[src/rtl/updn_pkg.sv]
package updn_pkg;

    localparam int CW = 4;

    typedef enum logic {
        MODE_BIN = 1'b0,
        MODE_BCD = 1'b1
    } cnt_mode_e;

    // Synchronized view of one count input
    typedef struct packed {
        logic rise;
        logic lvl;
    } clk_view_t;

    function automatic logic [CW-1:0] top_of(cnt_mode_e m);
        return (m == MODE_BCD) ? CW'(9) : {CW{1'b1}};
    endfunction

    function automatic logic [CW-1:0] step_up(logic [CW-1:0] v, cnt_mode_e m);
        if (m == MODE_BCD && v == CW'(9)) return '0;
        return CW'(v + 1'b1);
    endfunction

    function automatic logic [CW-1:0] step_dn(logic [CW-1:0] v, cnt_mode_e m);
        if (v == '0) return top_of(m);
        return CW'(v - 1'b1);
    endfunction

endpackage

[src/rtl/updn_edge_sync.sv]
module updn_edge_sync
    import updn_pkg::*;
#(
    parameter int   STAGES = 2,
    parameter logic IDLE   = 1'b1
) (
    input  logic      clk,
    input  logic      rst,
    input  logic      din,
    output clk_view_t view
);
    localparam int DEPTH = STAGES + 1;

    logic [DEPTH-1:0] sh;

    always_ff @(posedge clk) begin
        if (rst) sh <= {DEPTH{IDLE}};
        else     sh <= {sh[DEPTH-2:0], din};
    end

    always_comb begin
        view.lvl  = sh[STAGES-1];
        view.rise = sh[STAGES-1] & ~sh[STAGES];
    end
endmodule

[src/rtl/updn_core.sv]
module updn_core
    import updn_pkg::*;
#(
    parameter cnt_mode_e MODE = MODE_BCD
) (
    input  logic          clk,
    input  logic          rst,
    input  logic          clr,
    input  logic          load_n,
    input  logic [CW-1:0] jam,
    input  clk_view_t     up,
    input  clk_view_t     dn,
    output logic [CW-1:0] cnt_q,
    output logic [CW-1:0] q
);
    logic ovr, hold_r, do_up, do_dn;

    assign ovr   = clr | ~load_n;
    assign do_up = up.rise & dn.lvl;
    assign do_dn = dn.rise & up.lvl;

    always_ff @(posedge clk) begin
        if (rst) begin
            cnt_q  <= '0;
            hold_r <= 1'b0;
        end else begin
            hold_r <= ovr;
            if (clr)
                cnt_q <= '0;
            else if (!load_n)
                cnt_q <= jam;
            else if (!hold_r) begin
                if (do_up && !do_dn)      cnt_q <= step_up(cnt_q, MODE);
                else if (do_dn && !do_up) cnt_q <= step_dn(cnt_q, MODE);
            end
        end
    end

    // Overrides reach the output without a clock edge
    always_comb begin
        if (clr)          q = '0;
        else if (!load_n) q = jam;
        else              q = cnt_q;
    end

    assert_clear_R1: assert property (@(posedge clk) disable iff (rst)
        clr |=> cnt_q == '0);

    assert_load_R2: assert property (@(posedge clk) disable iff (rst)
        (!clr && !load_n) |=> cnt_q == $past(jam));

    assert_step_R4: assert property (@(posedge clk) disable iff (rst)
        (!ovr && !hold_r && (do_up ^ do_dn)) |=> cnt_q != $past(cnt_q));

    assert_quiet_R6: assert property (@(posedge clk) disable iff (rst)
        (!ovr && !(do_up ^ do_dn)) |=> $stable(cnt_q));

    assert_recover_R10: assert property (@(posedge clk) disable iff (rst)
        (!ovr && hold_r) |=> $stable(cnt_q));

    generate
        if (MODE == MODE_BCD) begin : g_bcd_chk
            assert_decade_R7: assert property (@(posedge clk) disable iff (rst)
                (!ovr && cnt_q <= CW'(9)) |=> cnt_q <= CW'(9));
        end
    endgenerate
endmodule

[src/rtl/updn_term.sv]
module updn_term
    import updn_pkg::*;
#(
    parameter cnt_mode_e MODE = MODE_BCD
) (
    input  logic [CW-1:0] q,
    input  logic          up_pin,
    input  logic          dn_pin,
    output logic          carry_n,
    output logic          borrow_n
);
    localparam logic [CW-1:0] TOP = top_of(MODE);

    assign carry_n  = ~((q == TOP) & ~up_pin);
    assign borrow_n = ~((q == '0)  & ~dn_pin);
endmodule

[src/rtl/dcnt_updown.sv]
module dcnt_updown
    import updn_pkg::*;
#(
    parameter bit BCD = 1'b1
) (
    input  logic          clk,
    input  logic          rst,
    input  logic          clr,
    input  logic          load_n,
    input  logic [CW-1:0] jam,
    input  logic          up_clk,
    input  logic          dn_clk,
    output logic [CW-1:0] q,
    output logic          carry_n,
    output logic          borrow_n
);
    localparam cnt_mode_e MODE = BCD ? MODE_BCD : MODE_BIN;

    clk_view_t     up_v, dn_v;
    logic [CW-1:0] cnt_q;

    updn_edge_sync #(.STAGES(2), .IDLE(1'b1)) u_up_sync (
        .clk (clk), .rst (rst), .din (up_clk), .view (up_v)
    );

    updn_edge_sync #(.STAGES(2), .IDLE(1'b1)) u_dn_sync (
        .clk (clk), .rst (rst), .din (dn_clk), .view (dn_v)
    );

    updn_core #(.MODE(MODE)) u_core (
        .clk    (clk),
        .rst    (rst),
        .clr    (clr),
        .load_n (load_n),
        .jam    (jam),
        .up     (up_v),
        .dn     (dn_v),
        .cnt_q  (cnt_q),
        .q      (q)
    );

    updn_term #(.MODE(MODE)) u_term (
        .q        (q),
        .up_pin   (up_clk),
        .dn_pin   (dn_clk),
        .carry_n  (carry_n),
        .borrow_n (borrow_n)
    );

    assert_reset_R12: assert property (@(posedge clk)
        rst |=> cnt_q == '0);
endmodule

[config.mk]
export PLATFORM = sky130hd
export DESIGN_NAME = dcnt_updown
export DESIGN_NICKNAME = d
export VERILOG_FILES = /design/src/rtl/updn_pkg.sv /design/src/rtl/updn_edge_sync.sv /design/src/rtl/updn_core.sv /design/src/rtl/updn_term.sv /design/src/rtl/dcnt_updown.sv
export SDC_FILE = /design/constraint.sdc
export NUM_CORES = 1
export LEC_CHECK = 0
export BUFFER_PORTS_ARGS = -buffer_cell sky130_fd_sc_hd__buf_2
export CAP_MARGIN = 20
export CELL_PAD_IN_SITES_DETAIL_PLACEMENT = 1
export CELL_PAD_IN_SITES_GLOBAL_PLACEMENT = 1
export CORE_MARGIN = 5
export CORE_UTILIZATION = 36
export CTS_CLUSTER_DIAMETER = 30
export DETAILED_ROUTE_END_ITERATION = 10
export GPL_TIMING_DRIVEN = 1
export HOLD_SLACK_MARGIN = 0.02
export MAX_ROUTING_LAYER = met4
export PLACE_DENSITY_LB_ADDON = 0.1
export SETUP_SLACK_MARGIN = 0.15
export SYNTH_ARGS = -nofsm -noshare
export SYNTH_HDL_FRONTEND = slang
export SYNTH_SLANG_ARGS = --single-unit
[constraint.sdc]
create_clock -name clk -period 1.6 [get_ports clk]
set_input_delay 0.16 -clock clk [delete_from_list [all_inputs] [get_ports clk]]
set_output_delay 0.16 -clock clk [all_outputs]
set_load 0.01 [all_outputs]
## Yosys cells after proc, flatten, opt, wreduce, memory -nomap -nowiden

Cells that the tools add are included.

| word-level totals | value |
|---|---|
| register bits | 11 |
| input bits | 10 |
| output and inout port bits | 6 |
| logic and storage cells | 55 |

| operators by class | value |
|---|---|
| $add $sub $neg | 2 |
| eq/ne operators | 4 |
| multiplexer cells | 23 |
| bitwise operators | 14 |
| reduce and logical (&&, ||, !) cells | 8 |

Operator list:

| kind | count |
|---|---|
| 4-bit 2-to-1 mux | 10 |
| 1-bit 2-to-1 mux | 13 |
| 4-bit == test (second input constant) | 2 |
| 4-bit logical NOT | 2 |
| 1-bit NOT | 7 |
| 1-bit AND | 6 |
| 4-bit by 1-bit adder with 4-bit output (second input constant) | 1 |
| 4-bit by 1-bit subtractor with 4-bit output (second input constant) | 1 |
| 3-bit by 1-bit inequality test with 1-bit output (second input constant) | 1 |
| 1-bit logical AND | 2 |
| 1-bit logical NOT | 2 |
| 2-bit inequality test (second input constant) | 1 |
| 2-bit AND reduction | 1 |
| 2-bit OR reduction | 1 |
| 1-bit OR | 1 |

## Logic depth before layout (Yosys ltp)

| logic depth | value |
|---|---|
| depth after elaboration | 16 |
| depth in mapped cells | 6 |
| depth with buffers taken out | 5 |

## Modules after synthesis

From an unflattened synthesis, not the netlist that was laid out.

| second synthesis, totals | value |
|---|---|
| cells, all modules | 75 |
| area total of the unflattened synthesis | 656.9 µm² |

Modules (own cells, without submodules):

| module | times used | cells an instance | area an instance (µm²) | seq. area each (µm²) |
|---|---|---|---|---|
| updn_core | 1 | 55 | 450.4 | 100.1 |
| updn_edge_sync | 2 | 8 | 92.6 | 60.1 |
| updn_term | 1 | 4 | 21.3 | 0.0 |

## Least setup slack after synthesis

No wires, ideal clock.

| path | value |
|---|---|
| kind | register -> register |
| start point | register u_core.cnt_q[3] |
| end point | register u_core.cnt_q[3] |
| library setup time | 0.126 ns |
| arrival | 1.216 ns |
| required time | 1.474 ns |
| path slack | 0.259 ns |
| cell stages (with the launch flop) | 7 |
| path buffers | 1 |
| period minus slack after synthesis | 1.341 ns |
| cells stage by stage | dfxtp_1 -> clkbuf_1 -> and4b_1 -> a32oi_1 -> nand3_1 -> o221ai_1 -> a21boi_0 |

| on the way | value |
|---|---|
| word-level cells in the longest chain between the ends | 13 |
| elaborated cells on any way between the ends | 23 |
| those cells by class | add/sub (2); eq/ne (1); mux (19); reduce/logical (1) |

RTL lines:

| what | RTL line | text |
|---|---|---|
| from (decl) | updn_core.sv:13 | `output logic [CW-1:0] cnt_q,` |
| from (signal assigned) | updn_core.sv:31 | `cnt_q <= jam;` |
| from (signal assigned) | updn_core.sv:33 | `if (do_up && !do_dn) cnt_q <= step_up(cnt_q, MODE);` |
| from (signal assigned) | updn_core.sv:34 | `else if (do_dn && !do_up) cnt_q <= step_dn(cnt_q, MODE);` |
| 4-bit logical NOT | updn_pkg.sv:26 | `if (v == '0) return top_of(m);` |
| 1-bit 2-to-1 mux | updn_pkg.sv:26 |  |
| 1-bit 2-to-1 mux | updn_core.sv:34 |  |
| 1-bit 2-to-1 mux | updn_core.sv:33 |  |
| 1-bit 2-to-1 mux | updn_core.sv:32 | `else if (!hold_r) begin` |
| 1-bit 2-to-1 mux | updn_core.sv:30 | `else if (!load_n)` |
| 1-bit 2-to-1 mux | updn_core.sv:28 | `if (clr)` |
| 1-bit 2-to-1 mux | updn_core.sv:23 | `if (rst) begin` |
| 4-bit 2-to-1 mux | updn_pkg.sv:27 | `return CW'(v - 1'b1);` |
| 4-bit 2-to-1 mux | updn_core.sv:34 |  |
| 4-bit 2-to-1 mux (*) | updn_core.sv:33 |  |
| 4-bit 2-to-1 mux (*) | updn_core.sv:32 |  |
| 4-bit 2-to-1 mux (*) | updn_core.sv:30 |  |

Every way passes the cells marked *; elsewhere a longest branch is shown, timed or not. The select of a mux whose other input is x is not followed.
A chain may end at the register's enable or synchronous reset.

## Worst setup path in the final report

| path | value |
|---|---|
| start point | register u_core.cnt_q[1] |
| end point | output port carry_n |

| on the way | value |
|---|---|
| word-level cells in the longest chain between the ends | 5 |

RTL lines:

| what | RTL line | text |
|---|---|---|
| 4-bit 2-to-1 mux | updn_core.sv:42 | `else if (!load_n) q = jam;` |
| 4-bit 2-to-1 mux | updn_core.sv:41 | `if (clr) q = '0;` |
| 4-bit == test | updn_term.sv:14 | `assign carry_n = ~((q == TOP) & ~up_pin);` |
| 1-bit AND | updn_term.sv:14 |  |
| 1-bit NOT | updn_term.sv:14 |  |
| to (decl) | dcnt_updown.sv:14 | `output logic carry_n,` |

Every way passes these cells.

==> qor.yml <==
status: "finished, final reports clean"
grt_overflow: 0
routed.top_layer: "met4"
clock.fmax_mhz: 699
total_power_uw: 587
syn_area_sq_um: 638
power_density_mw_per_mm2: 725
p_comb_frac: 0.180
clock_skew_ns: 0.00989
ant_nets: 0
wl_met1_microns: 785
seq_area_sq_um: 235
row_count: 15
drive_gt1_frac: 0.484
dp_cells: 112
cts_tree: "built"
dp_hpwl_mm: 1.25
yosys_warnings: 0
synth_common_cells: "11 x dfxtp_1, 7 x nand2_1, 6 x nor2_1, 6 x or2_2"
cts-htree-levels: 1
port_buffers: 15
syn_avg_cell_area_sq_um: 8.29
syn_nets: 87
cts_num_sinks: 11
clkTransAtPathRegs_ns: 0.07
period_share: 0.894
grt_pass1_wl_mm: 2.71
finalNetCount: 104
dr_wl_met3_microns: 68
synth-seq-cells: 11
area.growth.synth_to_final_pct: 26.9
yosysUniqueCellTypes: 32
cts_inserted_buffers: 3
place_congestion: 0.755
synthArstFlopShare: 0
utilization: 0.474
switching_share: 0.268
yosys.area.top_type: "dfxtp_1"
max_cap_violations: 0
path_max_fanout: 3
setup_violations: 0
vias: 618
start_util: 0.374
cp-end-kind: "output port"
clk_latency_ns: 0.26
diodes: 0
fin_area_sq_um: 810
layout_min_cycle_time_ns: 1.43
critPathLaunchType: "register"
cts.root.buffer_cell: "clkbuf_4"
num_io_pins: 16
dr.first_iter.drc_count: 4
yosysSeqAreaShare: 0.345
peakVddDrop_mv: 0.339
die_y_microns: 52.1
synth_most_common_cell: "dfxtp_1"
clockBufferDepth: 2
multi_input_area_sq_um: 412
routed-wl-met2_microns: 772
clkPwrFrac: 0.311
die_area_sq_mm: 0.00271
finalNonFillerCells: 118
hold_viol_final: 0
hp-class: "input pin to register"
tns_ns: 0
synth-edff-count: 0
coreArea_sq_mm: 0.00171
critPathKind: "register to output port"
groute.usage.overall: 0.139
n_fill_cell: 214
die_w_microns: 52.1
worstPathRequired_ns: 1.44
synth_top_cell_area_share: 0.345
via_per_inst: 5.24
grt_pass1_vias: 616
drt_first_pass_iters: 3
synth_top_flop_cell: "dfxtp_1"
drc: 0
leakagePower_uw: 0.000321
synthTopCellsByArea: "dfxtp_1 35%, or2_2 5.9%, xnor2_1 5.5%"
antenna_found_initial: 0
finalWirelength_mm: 1.64
worstMarginPinSlew_ns: 0.318
avgRoutedWirePerCell_microns: 13.9
postSynthCellCount: 77
rsz0062_at_grt: "true"
seq_power_share: 0.509
place_area_sq_um: 719
p_int_uw: 430
finalMaxSlewViolations: 0
grt_max_degree: 16
switchingPower_uw: 157
crit_arrival_ns: 1.27
max_slew_margin: 0.788
## area by class of cell
cell class | count | share of cell area
Sequential cell | 11 | 0.291
Inverter | 2 | 0.00927
Timing Repair Buffer | 18 | 0.121
Tap cell | 25 | 0.0386
Multi-Input combinational cell | 58 | 0.509
Clock buffer | 4 | 0.0325
## sequential cells by signal, summed over array words and instances, names as in the netlist
name / flops
u_core.cnt_q: 4
u_core.hold_r: 1
u_dn_sync.sh: 3
u_up_sync.sh: 3
## worst max-delay path, cell delays in order, from the launching register on
cell and delay (ns):
dfxtp_4 0.35, mux2i_2 0.17, nor2_2 0.08, nor3_2 0.18, nand3_1 0.09, buf_2 0.15
## per-layer routing
layer / global-route usage / vias to the layer above
met5: - / -
met4: 0.0393 / 0
met3: 0.0344 / 2
met2: 0.215 / 17
met1: 0.177 / 295
li1: - / 304
## worst paths after layout
kind | cells past startpoint | endpoint | slack (ns) | startpoint
worst min-delay path | 2 | u_dn_sync.sh[0] | 0.10 | dn_clk
worst max-delay path | 5 | carry_n | 0.17 | u_core.cnt_q[1]
worst max register to register | 5 | u_core.cnt_q[2] | 0.19 | u_dn_sync.sh[1]
worst min register to register | 1 | u_dn_sync.sh[1] | 0.41 | u_dn_sync.sh[0]
## power by group through the flow
stage	Sequential (uW)	Combinational [uW]	Clock (uW)
floorplan	298	69.0	0
global placement	306	91.4	0
detailed placement	307	93.7	0
CTS	300	95.2	190
global route	300	117	205
finish	299	105	183
## cells in the final DEF, fill, tap and decap left out, types with 2 or more instances in the layout
cell	n
a21oi_1	3
buf_2	15
buf_4	3
clkbuf_4	3
dfxtp_1	3
dfxtp_2	6
dfxtp_4	2
inv_1	2
nand2_1	7
nand2b_1	2
nand3_1	4
nor2_1	5
nor3_1	2
nor3_4	2
or2_2	6
xnor2_1	4
## kinds of logic (layout without fill, tap and decap cells)
logic type,after synthesis,count (layout),synth area share
AO/OA/AOI/OAI,14,14,0.159
XOR/XNOR,4,4,0.0549
buffers and inverters,8,24,0.0627
flip-flops,11,11,0.345
multiplexers,2,2,0.0314
AND/OR/NAND/NOR,38,38,0.347
## through the flow
stage                     setup WS (ns)  hold slack (ns)
after detailed placement          0.179            0.367
after global placement            0.193            0.362
final                             0.169            0.104
after global routing             0.0539            0.106
after floorplan                   0.259            0.229
after CTS                         0.152           0.0990
## repair_timing
item,in CTS,in global routing
hold buffers,0,0
setup buffers,0,2
pin swaps,1,5
endpoints found under the setup margin,4,5
resized for setup,5,13
Power figures use the tool's default switching activity.
